<file path="src/rtl/sleep_seq_pkg.sv">
package sleep_seq_pkg;
    typedef enum logic [1:0] {
        PS_RUN     = 2'd0,
        PS_SUSPEND = 2'd1,
        PS_OFF     = 2'd2
    } pwr_state_e;

    typedef struct packed {
        pwr_state_e state;
        logic       run;
    } fsm_reg_s;

    typedef struct packed {
        logic dual_keep;
        logic lan_always;
        logic started;
        logic fault;
    } top_reg_s;
endpackage

</file>
<file path="src/rtl/seq_glitch_filter.sv">
module seq_glitch_filter #(
    parameter int THRESH = 250
) (
    input  logic clk,
    input  logic rst_n,
    input  logic raw_i,
    output logic level_o,
    output logic valid_o
);
    localparam int CW = $clog2(THRESH + 1);

    typedef struct packed {
        logic          cand;
        logic [CW-1:0] cnt;
        logic          level;
        logic          valid;
    } flt_s;

    flt_s flt_d, flt_q;

    always_comb begin
        flt_d = flt_q;
        if (raw_i != flt_q.cand) begin
            flt_d.cand = raw_i;
            flt_d.cnt  = CW'(1);
        end else if (flt_q.cnt < CW'(THRESH)) begin
            flt_d.cnt = flt_q.cnt + CW'(1);
        end
        if (flt_d.cnt == CW'(THRESH)) begin
            flt_d.level = flt_d.cand;
            flt_d.valid = 1'b1;
        end
    end

    always_ff @(posedge clk or negedge rst_n) begin
        if (!rst_n) begin
            flt_q <= '{cand: 1'b1, cnt: '0, level: 1'b1, valid: 1'b0};
        end else begin
            flt_q <= flt_d;
        end
    end

    assign level_o = flt_q.level;
    assign valid_o = flt_q.valid;

    // an accepted level must match the raw pin on the edge that took it
    assert_level_follows_raw_R1: assert property (@(posedge clk) disable iff (!rst_n)
        (flt_q.valid && $past(flt_q.valid) && !$stable(flt_q.level)) |-> ($past(raw_i) == flt_q.level))
        else $error("filter level changed without matching raw input");
endmodule

</file>
<file path="src/rtl/seq_state_fsm.sv">
module seq_state_fsm
    import sleep_seq_pkg::*;
(
    input  logic       clk,
    input  logic       rst_n,
    input  logic       slp3_lvl_n,
    input  logic       slp5_lvl_n,
    input  logic       lvl_valid,
    output pwr_state_e state_o,
    output logic       run_o
);
    fsm_reg_s fsm_d, fsm_q;
    pwr_state_e req;

    always_comb begin
        if (!slp5_lvl_n)      req = PS_OFF;
        else if (!slp3_lvl_n) req = PS_SUSPEND;
        else                  req = PS_RUN;
    end

    always_comb begin
        fsm_d = fsm_q;
        if (lvl_valid) begin
            fsm_d.run = 1'b1;
            case (fsm_q.state)
                PS_OFF:  if (req == PS_RUN) fsm_d.state = PS_RUN;
                default: fsm_d.state = req;
            endcase
        end
    end

    always_ff @(posedge clk or negedge rst_n) begin
        if (!rst_n) begin
            fsm_q <= '{state: PS_RUN, run: 1'b0};
        end else begin
            fsm_q <= fsm_d;
        end
    end

    assign state_o = fsm_q.state;
    assign run_o   = fsm_q.run;

    // soft-off never moves straight into suspend
    assert_no_off_to_suspend_R4: assert property (@(posedge clk) disable iff (!rst_n)
        (fsm_q.state == PS_OFF) |=> (fsm_q.state != PS_SUSPEND))
        else $error("illegal soft-off to suspend move");

    // the state stays at running until the filters have a first level
    assert_idle_running_R2: assert property (@(posedge clk) disable iff (!rst_n)
        !fsm_q.run |-> (fsm_q.state == PS_RUN))
        else $error("state moved before filters were valid");
endmodule

</file>
<file path="src/rtl/sleep_seq_ctrl.sv">
module sleep_seq_ctrl
    import sleep_seq_pkg::*;
#(
    parameter int DEGLITCH_CYC = 250,
    parameter int NUM_UV       = 3
) (
    input  logic              clk,
    input  logic              rst_n,
    input  logic              slp3_n,
    input  logic              slp5_n,
    input  logic              strap_dual_keep,
    input  logic              strap_lan_always,
    input  logic [NUM_UV-1:0] uv_out,
    input  logic              uv_in3v,
    input  logic              uv_in5v,
    input  logic              over_temp,
    output logic              en_dual,
    output logic              en_lan,
    output logic              fault,
    output logic [1:0]        pwr_state
);
    localparam int NPIN = 2;

    logic [NPIN-1:0] raw_pins, lvl, lvl_ok;
    assign raw_pins = {slp5_n, slp3_n};

    for (genvar g = 0; g < NPIN; g++) begin : g_flt
        seq_glitch_filter #(.THRESH(DEGLITCH_CYC)) u_flt (
            .clk    (clk),
            .rst_n  (rst_n),
            .raw_i  (raw_pins[g]),
            .level_o(lvl[g]),
            .valid_o(lvl_ok[g])
        );
    end

    pwr_state_e state;
    logic       run;

    seq_state_fsm u_fsm (
        .clk       (clk),
        .rst_n     (rst_n),
        .slp3_lvl_n(lvl[0]),
        .slp5_lvl_n(lvl[1]),
        .lvl_valid (&lvl_ok),
        .state_o   (state),
        .run_o     (run)
    );

    top_reg_s top_d, top_q;
    logic     any_flag;

    assign any_flag = (|uv_out) | uv_in3v | uv_in5v | over_temp;

    always_comb begin
        top_d = top_q;
        if (!top_q.started) begin
            top_d.started    = 1'b1;
            top_d.dual_keep  = strap_dual_keep;
            top_d.lan_always = strap_lan_always;
        end
        top_d.fault = top_q.fault | any_flag;
    end

    always_ff @(posedge clk or negedge rst_n) begin
        if (!rst_n) begin
            top_q <= '0;
        end else begin
            top_q <= top_d;
        end
    end

    assign en_dual   = run & ((state != PS_OFF) | top_q.dual_keep);
    assign en_lan    = run & (top_q.lan_always | (state == PS_RUN));
    assign fault     = top_q.fault;
    assign pwr_state = state;

    // any flag sets the fault on the next edge
    assert_fault_sets_R8: assert property (@(posedge clk) disable iff (!rst_n)
        any_flag |=> fault)
        else $error("fault not set after flag");

    // fault is sticky
    assert_fault_sticky_R8: assert property (@(posedge clk) disable iff (!rst_n)
        fault |=> fault)
        else $error("fault cleared without reset");

    // straps frozen after capture
    assert_straps_frozen_R7: assert property (@(posedge clk) disable iff (!rst_n)
        top_q.started |=> ($stable(top_q.dual_keep) && $stable(top_q.lan_always)))
        else $error("strap changed after capture");
endmodule

</file>
<file path="config.mk">
export PLATFORM = sky130hd
export DESIGN_NAME = sleep_seq_ctrl
export DESIGN_NICKNAME = d
export VERILOG_FILES = /design/src/rtl/sleep_seq_pkg.sv /design/src/rtl/seq_glitch_filter.sv /design/src/rtl/seq_state_fsm.sv /design/src/rtl/sleep_seq_ctrl.sv
export SDC_FILE = /design/constraint.sdc
export NUM_CORES = 1
export LEC_CHECK = 0
export BUFFER_PORTS_ARGS = -buffer_cell sky130_fd_sc_hd__buf_2
export CAP_MARGIN = 20
export CORE_MARGIN = 1
export CORE_UTILIZATION = 51
export CTS_CLUSTER_DIAMETER = 100
export DETAILED_ROUTE_END_ITERATION = 7
export PLACE_DENSITY = 0.79
export RECOVER_POWER = 25
export SLEW_MARGIN = 0
export SYNTH_ARGS = -nofsm -noshare
export SYNTH_HDL_FRONTEND = slang
export SYNTH_SLANG_ARGS = --single-unit
</file>
<file path="constraint.sdc">
create_clock -name clk -period 2 [get_ports clk]
set_input_delay 0.6 -clock clk [delete_from_list [all_inputs] [get_ports clk]]
set_output_delay 0.6 -clock clk [all_outputs]
set_load 0.02 [all_outputs]
</file>
# Yosys cells after proc, flatten, opt, wreduce, memory -nomap -nowiden
# Index checks and enable logic that the tools add are counted.
[totals]
reg_bits = 29
word_cells = 48
[op_classes]
add_sub_neg = 2
n_lt_le_gt_ge = 2
n_eq_ne = 7
mux = 10
bitwise_logic = 8
n_reduce_logical = 5
[op_table]
columns = ["cell", "n"]
rows = [
  ["$mux 8", 4],
  ["$add 8x1->8 const B", 2],
  ["$eq 8x8->1 const B", 2],
  ["$lt 8x8->1 const B", 2],
  ["$mux 2", 3],
  ["$or 1x1->1", 6],
  ["$logic_not 2->1", 2],
  ["$mux 1", 3],
  ["$reduce_and 3->1", 1],
  ["$reduce_or 3->1", 1],
  ["$and 1x1->1", 2],
  ["$eq 2x2->1 const B", 1],
  ["$ne 1x1->1", 2],
  ["$ne 2x1->1 const B", 1],
  ["$ne 2x2->1 const B", 1],
  ["$reduce_and 2->1", 1],
]

# Logic depth before layout (Yosys ltp)
# Gate-level depths: netlist (run 1).
[logic_depth]
ltp_word = 5
mapped_depth = 7

# Hierarchy
# From an unflattened synthesis (run 1), not the netlist that was laid out.
[unflattened]
hier_cells = 159
area_unflattened_um2 = 1627.8
[by_module_without_submodules]
columns = ["module", "n_inst", "cells_each", "area_per_inst_um2", "seq_area_each_um2"]
rows = [
  ["seq_glitch_filter (g_flt[1].u_flt)", 1, 73, 710.7, 277.8],
  ["seq_glitch_filter (g_flt[0].u_flt)", 1, 61, 624.3, 277.8],
  ["sleep_seq_ctrl", 1, 15, 171.4, 100.1],
  ["seq_state_fsm", 1, 10, 121.4, 75.1],
]

# Worst setup path before layout (run 1)
# OpenSTA, ideal clock, no wires.
[synth_path]
kind = "input port to flip-flop"
from = "in slp5_n"
to = "reg g_flt[1].u_flt.flt_q (netlist bit g_flt[1].u_flt.level_o)"
setup_time_ns = 0.085
t_arrival_ns = 2.066
required_ns = 1.915
path_slack_ns = -0.150
cell_stages = 6
path_buffers = 0
path_cell_list = "ha_1 > o41ai_1 > or4_1 > a21oi_1 > nand4b_1 > mux2_1"
[synth_between]
elab_chain_len = 3
[synth_rtl]
columns = ["element", "line_no", "source"]
rows = [
  ["from (decl)", "sleep_seq_ctrl.sv:10", "input logic slp5_n,"],
  ["$ne 1x1->1", "seq_glitch_filter.sv:23", "if (raw_i != flt_q.cand) begin"],
  ["$mux 8", "seq_glitch_filter.sv:23", ""],
  ["$eq 8x8->1", "seq_glitch_filter.sv:29", "if (flt_d.cnt == CW'(THRESH)) begin"],
  ["to (signal assigned)", "seq_glitch_filter.sv:37", "flt_q <= '{cand: 1'b1, cnt: '0, level: 1'b1, valid: 1'b0};"],
  ["to (signal assigned)", "seq_glitch_filter.sv:39", "flt_q <= flt_d;"],
  ["to (decl)", "seq_glitch_filter.sv:19", "flt_s flt_d, flt_q;"],
]
# Several ways; a longest one is shown, not always the timed one.
# A chain may end at the register's enable or synchronous reset.

# Worst setup path after layout (run 1)
[layout_path]
from = "reg g_flt[1].u_flt.flt_q[10] in the netlist's numbering"
to = "reg g_flt[1].u_flt.flt_q (netlist bit g_flt[1].u_flt.level_o)"
[layout_between]
elab_chain_len = 3
[layout_rtl]
columns = ["element", "line_no"]
rows = [
  ["$ne 1x1->1", "seq_glitch_filter.sv:23"],
  ["$mux 8", "seq_glitch_filter.sv:23"],
  ["$eq 8x8->1", "seq_glitch_filter.sv:29"],
]
# Several ways; a longest one is shown, not always the timed one.

==> qor_table.md, run 1 <==
| Group | Quantity | This run |
|:---|:---|:---|
| job | Count of max-cap constraint violations | 1 |
| clocking | H-Tree Depth | 2 |
| worst setup path | Largest stage delay on the critical path | 0.55 ns |
| finish | Finished layout cell area | 1831 um^2 |
| floorplanning | Die ar. | 3106 um^2 |
| worst setup path | Worst Path Class, Setup | reg2reg |
| floorplanning | Ports | 17 |
| worst setup path | Sum of buffers and inverters on the critical path | 1 |
| global route | Global-route usage over all layers | 21.54% |
| synthesis | Register bit count reported by yosys | 29 |
| synthesis | Synthesis warning total | 0 |
| clocking | Source-to-sink clock delay at the later pin of the worst-skew pair | 0.33 ns |
| global route | Number of global-route vias before repair | 1,165 |
| hold path | Worst hold path class | in2reg |
| worst setup path | Setup slack, reg-to-reg | -0.10 ns |
| synthesis | Post-synthesis average cell area | 10.37 um^2 |
| finish | Layout fillers | 217 |
| worst setup path | WP data arrival | 2.36 ns |
| worst setup path | Top delay family on crit path | simple AND/OR/NAND/NOR gates |
| clocking | Clock Pin Slew Worst Setup and Hold Paths | 0.09 ns |
| placement | Cell count after placement | 198 |
| pwr | Peak VDD IR | 0.7997 mV |
| worst setup path | Source of the worst register-to-register timing path | g_flt[1].u_flt.flt_q[10]$_DFF_PN1_ |
| worst setup path | Type of element launching the critical path | register |
| floorplanning | Core area | 2734 um^2 |
| finish | Ant. Diodes | 0 |
| sta | Final Max Tran Viols | 29 |
| sta | Fin crit share | 105.1% |
| sta | FMAX | 475.9 MHz |
| drt | Router iterations before antenna repair | 4 |
| pwr | LEAKAGE | 0.8339 nW |
| worst setup path | Number of cells on the critical path | 7 |
| sta | Final Hold Fails | 0 |
| worst setup path | Beginning of the critical path | g_flt[1].u_flt.flt_q[10]$_DFF_PN1_ |
| synthesis | Most used flip-flop cell after synthesis | sky130_fd_sc_hd__dfrtp_1 |
| pwr | Cell Pwr Density | 911.2 nW/um^2 |
| clocking | TritonCTS clock tree | yes |
| clocking | Buffer levels on the longest clock path | 2 |
| worst setup path | Crit path max fanout | 2 |
| clocking | CTS sink cnt | 29 |
| hold path | Worst hold path depth | 3 |
| finish | Most frequent standard cell in the layout excluding fill and tap cells | sky130_fd_sc_hd__dfrtp_1 |
| placement | Dpl cell area | 1688 um^2 |
| sta | Transition time at the pin with the least slew margin | 1.500 ns |
| floorplanning | DIE WIDTH | 55.74 um |
| drt | Per-cell via count in the routed design | 5.740 |
| global route | Met3 routing resource usage after global routing | 5.349% |
| worst setup path | Crit path capture type | register |
| global route | Met1 usage | 25.58% |
| placement | Port Buffer Count | 16 |
| worst setup path | Worst Path Required | 2.26 ns |
| finish | Cell Count, Final, Fillers Out | 208 |
| sta | Shortest period the worst path allows | 2.101 ns |
| floorplanning | Starting Density | 53.87% |
| hold path | Startpoint of the lowest-slack hold path | uv_in5v |
| global route | First-pass GRT wire length | 5106 um |
| worst setup path | Worst path slowest cell | sky130_fd_sc_hd__dfstp_2 |
| worst setup path | Cell count of the worst reg-to-reg path | 7 |
| outcome | Outcome | complete, but fails checks |
| drt | Wire length reported by the detailed router | 3006 um |
| global route | Number of antenna violations at the first check in global routing | 0 |
| outcome | Violations in the final reports | max-capacitance violations, max-slew violations, negative setup slack |
| sta | Setup violation total in the final timing report | 1 |
| sta | Worst max-slew margin expressed relative to the limit | -0.02292% |
| worst setup path | Destination of the worst register-to-register timing path | g_flt[1].u_flt.level_o$_DFFE_PN1N_ |
| sta | Maximum clock skew at final layout | 0.003755 ns |
| clocking | Num CTS Buffers | 5 |
| synthesis | Syn Inst Count | 142 |
| global route | Pin count of the biggest net entering global routing | 30 |
| floorplanning | Vertical die dimension | 55.74 um |
| synthesis | Cell area after synthesis | 1473 um^2 |
| drt | DRC violations left | 0 |
| finish | Area grow syn2layout | 24.30% |
| drt | Initial drt markers | 46 |
| drt | Final ANT Viol Nets | 0 |
| floorplanning | Count of standard-cell rows | 19 |
| placement | Total half-perimeter wirelength after legalization and detailed placement | 2135 um |
| finish | Top library cells by usage in the layout, fill and taps aside | sky130_fd_sc_hd__dfrtp_1, sky130_fd_sc_hd__nand2_1, sky130_fd_sc_hd__buf_2, sky130_fd_sc_hd__buf_4, sky130_fd_sc_hd__o21ai_0 |
| drt | Number of vias in the routed layout | 1,194 |
| synthesis | Distinct cell type count after synthesis | 41 |
| synthesis | EDFF count, synth | 0 |
| finish | Number of nets in the finished design | 194 |
| drt | Final routed wire length divided by cell count | 14.45 um |
| worst setup path | Critical Path, Cell by Cell | inv_2 -> ha_4 -> o41ai_4 -> or4_4 -> a21oi_2 -> nand4b_1 -> mux2_4 |
| synthesis | Post-synth ARST share | 100.0% |
| synthesis | Portion of the post-synthesis area used by sequential elements | 49.62% |
| global route | Remaining global-route overflow | 0 |
| finish | Share of layout cells above drive strength 1 | 33.33% |
| clocking | Buffer cell driving the clock tree root | sky130_fd_sc_hd__clkbuf_4 |
| sta | Final setup slack of the worst path | -0.1011 ns |
| sta | RSZ-0062 raised after global routing | true |
| placement | Routability cong. | 0.8429 |
| synthesis | Synthesized net count | 160 |
| global route | Met2 usage | 36.49% |
| global route | Most crowded layer after global routing | met2 |
| worst setup path | Critical Path Sink | g_flt[1].u_flt.level_o$_DFFE_PN1N_ |
==> power breakdown <==
group | internal (W) | switching [W] | total (W)
Clock | 0.000298 | 0.000201 | 0.000500
Sequential | 0.000656 | 0.0000710 | 0.000727
Combinational | 0.000226 | 0.000215 | 0.000442
Total | 0.00118 | 0.000488 | 0.00167
==> Yosys cell counts, drive strengths merged (3+ instances only) <==
cell    count  share of area (%)
a21boi      6                3.1
nor2        8                2.0
or2         5                2.1
o21a        4                2.0
dfrtp      25                 42
dfstp       4                7.1
mux2        4                3.1
nand2      15                3.8
a31oi       4                1.7
o21ai       9                3.1
ha          6                5.1
nand3       7                3.2
and3        3                1.4
xor2        6                3.6
and2        3                1.3
inv         4                1.0
==> layout make-up <==
cell class,instances,area (um^2),area share (%)
Multi-Input combinational cell,106,777.0,42.45
Timing Repair Buffer,30,183.9,10.05
Sequential cell,29,730.7,39.92
Clock buffer,7,55.05,3.008
Clock inverter,1,30.03,1.640
Tap cell,31,38.79,2.119
Inverter,4,15.01,0.8202
==> worst min-delay path by stage <==
stage and endpoint:
2_1_floorplan fault$_DFF_PN0_, 3_3_place_gp fault$_DFF_PN0_, 3_5_place_dp fault$_DFF_PN0_, 4_1_cts g_flt[0].u_flt.flt_q[9]$_DFF_PN0_, 5_1_grt fault$_DFF_PN0_, 6_report fault$_DFF_PN0_
==> worst min-delay path, cell delays in order <==
cell                      delay (ns)
sky130_fd_sc_hd__buf_2          0.07
sky130_fd_sc_hd__nor4_1         0.04
sky130_fd_sc_hd__nand2_1        0.05
==> timing repair <==
item / CTS / global route
gates resized for setup: 3 / 7
setup endpoints to repair: 1 / 3
pin swaps: 0 / 2
buffers inserted: 0 / 2
hold buffers: 0 / 0
==> registers in the layout, indices dropped and copies added (netlist names) <==
signal               cells
g_flt.u_flt.flt_q       18
g_flt.u_flt.level_o      2
g_flt.u_flt.valid_o      2
u_fsm.state_o            2
fault                    1
top_q                    3
u_fsm.run_o              1
==> per-layer routing <==
layer | wire length, um | share of wire [%] | vias to the layer above
li1 | - | - | 574
met1 | 1305 | 43 | 573
met2 | 1500 | 50 | 37
met3 | 109 | 3.6 | 10
met4 | 91 | 3.0 | 0
met5 | 0 | 0 | -
==> through the flow <==
step / setup slack, ns / total power (W) / hold WS, ns / utilization [%] / TNS (ns)
after CTS: -0.08217 / 0.001636 / 0.2909 / 65.26 / -0.08217
final: -0.1011 / 0.001668 / 0.4661 / 66.96 / -0.1011
after global placement: -0.1703 / 0.001104 / 0.4402 / 61.74 / -0.1703
after floorplan: -0.03421 / 0.0009697 / 0.3044 / - / -0.03421
after global routing: -0.1551 / 0.001768 / 0.4518 / 66.96 / -0.1749
after detailed placement: -0.2540 / 0.001133 / 0.4537 / 61.74 / -0.3274
==> cell families after synthesis <==
kind of cell | count (synthesis) | synth area share (%)
buffers and inverters | 7 | 2.293
DFF | 29 | 49.62
and+or+nand+nor | 54 | 19.80
muxes | 4 | 3.058
other | 1 | 0.2546
adders and majority gates | 6 | 5.098
AOI/OAI and AO/OA | 33 | 15.12
xor gates and xnor gates | 8 | 4.758
Power figures use the tool's default switching activity.
==> run 2: changes to the inputs <==
--- a/config.mk
+++ b/config.mk
@@ -13,6 +13,7 @@
 export DETAILED_ROUTE_END_ITERATION = 7
 export PLACE_DENSITY = 0.79
 export RECOVER_POWER = 25
+export SETUP_SLACK_MARGIN = 0.1
 export SLEW_MARGIN = 0
 export SYNTH_ARGS = -nofsm -noshare
 export SYNTH_HDL_FRONTEND = slang
==> qor_table.md, run 2 (synthesis results as in run 1) <==
| Group | Quantity | This run |
|:---|:---|:---|
| floorplanning | Count of standard-cell rows | 19 |
| pwr | Peak VDD IR | 0.8076 mV |
| floorplanning | Die ar. | 3106 um^2 |
| floorplanning | Core area | 2734 um^2 |
| floorplanning | Starting Density | 53.87% |
| drt | Initial drt markers | 45 |
| clocking | Source-to-sink clock delay at the later pin of the worst-skew pair | 0.33 ns |
| finish | Area grow syn2layout | 27.78% |
| sta | Transition time at the pin with the least slew margin | 1.510 ns |
| worst setup path | Largest stage delay on the critical path | 0.55 ns |
| worst setup path | Type of element launching the critical path | register |
| pwr | Fraction of power consumed by sequential logic | 42.3% |
| global route | First-pass GRT wire length | 5175 um |
| pwr | Cell-internal power | 0.001207 W |
| worst setup path | Top delay family on crit path | simple AND/OR/NAND/NOR gates |
| sta | FMAX | 475.8 MHz |
| placement | Dpl cell area | 1688 um^2 |
| job | Count of max-cap constraint violations | 1 |
| finish | Ant. Diodes | 0 |
| floorplanning | Vertical die dimension | 55.74 um |
| outcome | Outcome | complete, but fails checks |
| sta | Final Hold Fails | 0 |
| clocking | Buffer cell driving the clock tree root | sky130_fd_sc_hd__clkbuf_4 |
| sta | Final setup slack of the worst path | -0.1017 ns |
| global route | Remaining global-route overflow | 0 |
| worst setup path | Crit path capture type | register |
| global route | Pin count of the biggest net entering global routing | 30 |
| drt | Final ANT Viol Nets | 0 |
| worst setup path | Worst Path Class, Setup | reg2reg |
| hold path | Worst hold path class | in2reg |
| drt | DRC violations left | 0 |
| finish | Top flop regs | g_flt.u_flt.flt_q: 18 flops, top_q: 3 flops |
| drt | Number of vias in the routed layout | 1,246 |
| drt | Wire length reported by the detailed router | 3171 um |
| pwr | LEAKAGE | 0.8646 nW |
| finish | Utilization after layout | 68.83% |
| global route | Global-route usage over all layers | 21.79% |
| pwr | NetSw | 0.0005040 W |
| worst setup path | Crit path max fanout | 2 |
| clocking | Clock Pin Slew Worst Setup and Hold Paths | 0.09 ns |
| finish | Max FFs per register | 18 |
| placement | Total half-perimeter wirelength after legalization and detailed placement | 2135 um |
| clocking | Num CTS Buffers | 5 |
| clocking | TritonCTS clock tree | yes |
| pwr | Cell Pwr Density | 909.4 nW/um^2 |
| pwr | Fraction of power spent switching nets | 29.45% |
| sta | Shortest period the worst path allows | 2.102 ns |
| placement | Port Buffer Count | 16 |
| finish | Top library cells by usage in the layout, fill and taps aside | sky130_fd_sc_hd__dfrtp_1, sky130_fd_sc_hd__buf_4, sky130_fd_sc_hd__nand2_1, sky130_fd_sc_hd__buf_2 |
| drt | Final routed wire length divided by cell count | 14.82 um |
| sta | Final Max Tran Viols | 30 |
| finish | Layout fillers | 205 |
| worst setup path | WP data arrival | 2.36 ns |
| sta | Maximum clock skew at final layout | 0.001116 ns |
| drt | Per-cell via count in the routed design | 5.822 |
| floorplanning | Ports | 17 |
| worst setup path | Critical Path, Cell by Cell | inv_2 -> ha_4 -> o41ai_4 -> or4_4 -> a21oi_2 -> nand4b_1 -> mux2_4 |
| drt | Router iterations before antenna repair | 4 |
| worst setup path | Worst path slowest cell | sky130_fd_sc_hd__dfstp_2 |
| sta | Worst max-slew margin expressed relative to the limit | -0.6681% |
| pwr | Clock power share | 29.3% |
| sta | Setup violation total in the final timing report | 1 |
| worst setup path | Sum of buffers and inverters on the critical path | 1 |
| pwr | Logic pwr share | 28.4% |
| sta | RSZ-0062 raised after global routing | true |
| finish | Share of layout cells above drive strength 1 | 36.07% |
| placement | Worst Setup Slack post-DPL | -0.2540 ns |
| pwr | Post-layout power | 0.001711 W |
| clocking | CTS sink cnt | 29 |
| worst setup path | Setup slack, reg-to-reg | -0.10 ns |
| finish | Finished layout cell area | 1882 um^2 |
| sta | Fin crit share | 105.1% |
| placement | Routability cong. | 0.8429 |
| clocking | H-Tree Depth | 2 |
| clocking | Buffer levels on the longest clock path | 2 |
| worst setup path | Worst Path Required | 2.26 ns |
| outcome | Violations in the final reports | max-capacitance violations, max-slew violations, negative setup slack |
| finish | Most frequent standard cell in the layout excluding fill and tap cells | sky130_fd_sc_hd__dfrtp_1 |
| floorplanning | DIE WIDTH | 55.74 um |
| global route | Number of global-route vias before repair | 1,170 |
| finish | Number of nets in the finished design | 200 |
| global route | Number of antenna violations at the first check in global routing | 0 |
| finish | Register with the most flip-flops | g_flt.u_flt.flt_q |
## run 2: changes by cell type in the layout (fill, tap and decap cells not counted)
cell                      previous run  this run
sky130_fd_sc_hd__buf_4              14        20
sky130_fd_sc_hd__o21ai_0             9         8
sky130_fd_sc_hd__o21ai_2             0         1
sky130_fd_sc_hd__or2_2               4         3
sky130_fd_sc_hd__or2_4               1         2
## run 2: per-layer routing
layer	wire length, um	part of all wire [%]	global-route usage [%]	up-vias
met3	108	3.4	5.116	6
met5	0	0	0	-
met4	41	1.3	9.643	0
met1	1340	42	26.04	628
li1	-	-	-	587
met2	1681	53	37.35	25
## run 2: area by class of cell
class                      instances  area [um^2]  share of cell area [%]
sequential                        29        730.7                   38.83
tap                               31        38.79                   2.061
clock buffer                       7        55.05                   2.926
clock inverter                     1        30.03                   1.596
inverter                           4        15.01                  0.7979
timing repair buffer              36        229.0                   12.17
multi-input combinational        106        783.3                   41.62
## run 2: path summary, 6_finish.rpt
path                                                      end                               start  cells after the start
max in group asynchronous   g_flt[1].u_flt.flt_q[3]$_DFF_PN0_                               rst_n                      1
min in group asynchronous   g_flt[0].u_flt.flt_q[7]$_DFF_PN0_                               rst_n                      1
min                                           fault$_DFF_PN0_                           uv_out[2]                      3
max                        g_flt[1].u_flt.level_o$_DFFE_PN1N_  g_flt[1].u_flt.flt_q[10]$_DFF_PN1_                      7
max reg2reg                g_flt[1].u_flt.level_o$_DFFE_PN1N_  g_flt[1].u_flt.flt_q[10]$_DFF_PN1_                      7
min reg2reg                                   fault$_DFF_PN0_                     fault$_DFF_PN0_                      2
## run 2: power groups by stage
stage | Sequential (W) | Combinational (W) | Clock, W
6_report | 0.000724 | 0.000487 | 0.000501
3_5_place_dp | 0.000736 | 0.000397 | 0
5_1_grt | 0.000733 | 0.000540 | 0.000544
2_1_floorplan | 0.000729 | 0.000241 | 0
3_3_place_gp | 0.000735 | 0.000370 | 0
4_1_cts | 0.000724 | 0.000438 | 0.000508
## run 2: timing repair
item | in CTS | in global routing
gates cloned | 0 | 0
gates resized for setup | 8 | 5
pin swaps | 3 | 5
hold buffers | 0 | 0
setup endpoints to repair | 3 | 4
buffers inserted | 2 | 6
## run 2: through the flow
step           hold WS [ns]  setup TNS (ns)  instances
2_1_floorplan        0.3044        -0.03421        142
3_3_place_gp         0.4402         -0.1703        198
3_5_place_dp         0.4537         -0.3274        198
4_1_cts              0.2909        -0.08217        208
5_1_grt              0.4521         -0.1737        214
6_report             0.4573         -0.1017        214
## run 2: tightest hold or removal path, cell delays in order
cell                      delay [ns]
sky130_fd_sc_hd__buf_2          0.07
sky130_fd_sc_hd__nor3_1         0.03
sky130_fd_sc_hd__nand2_1        0.05
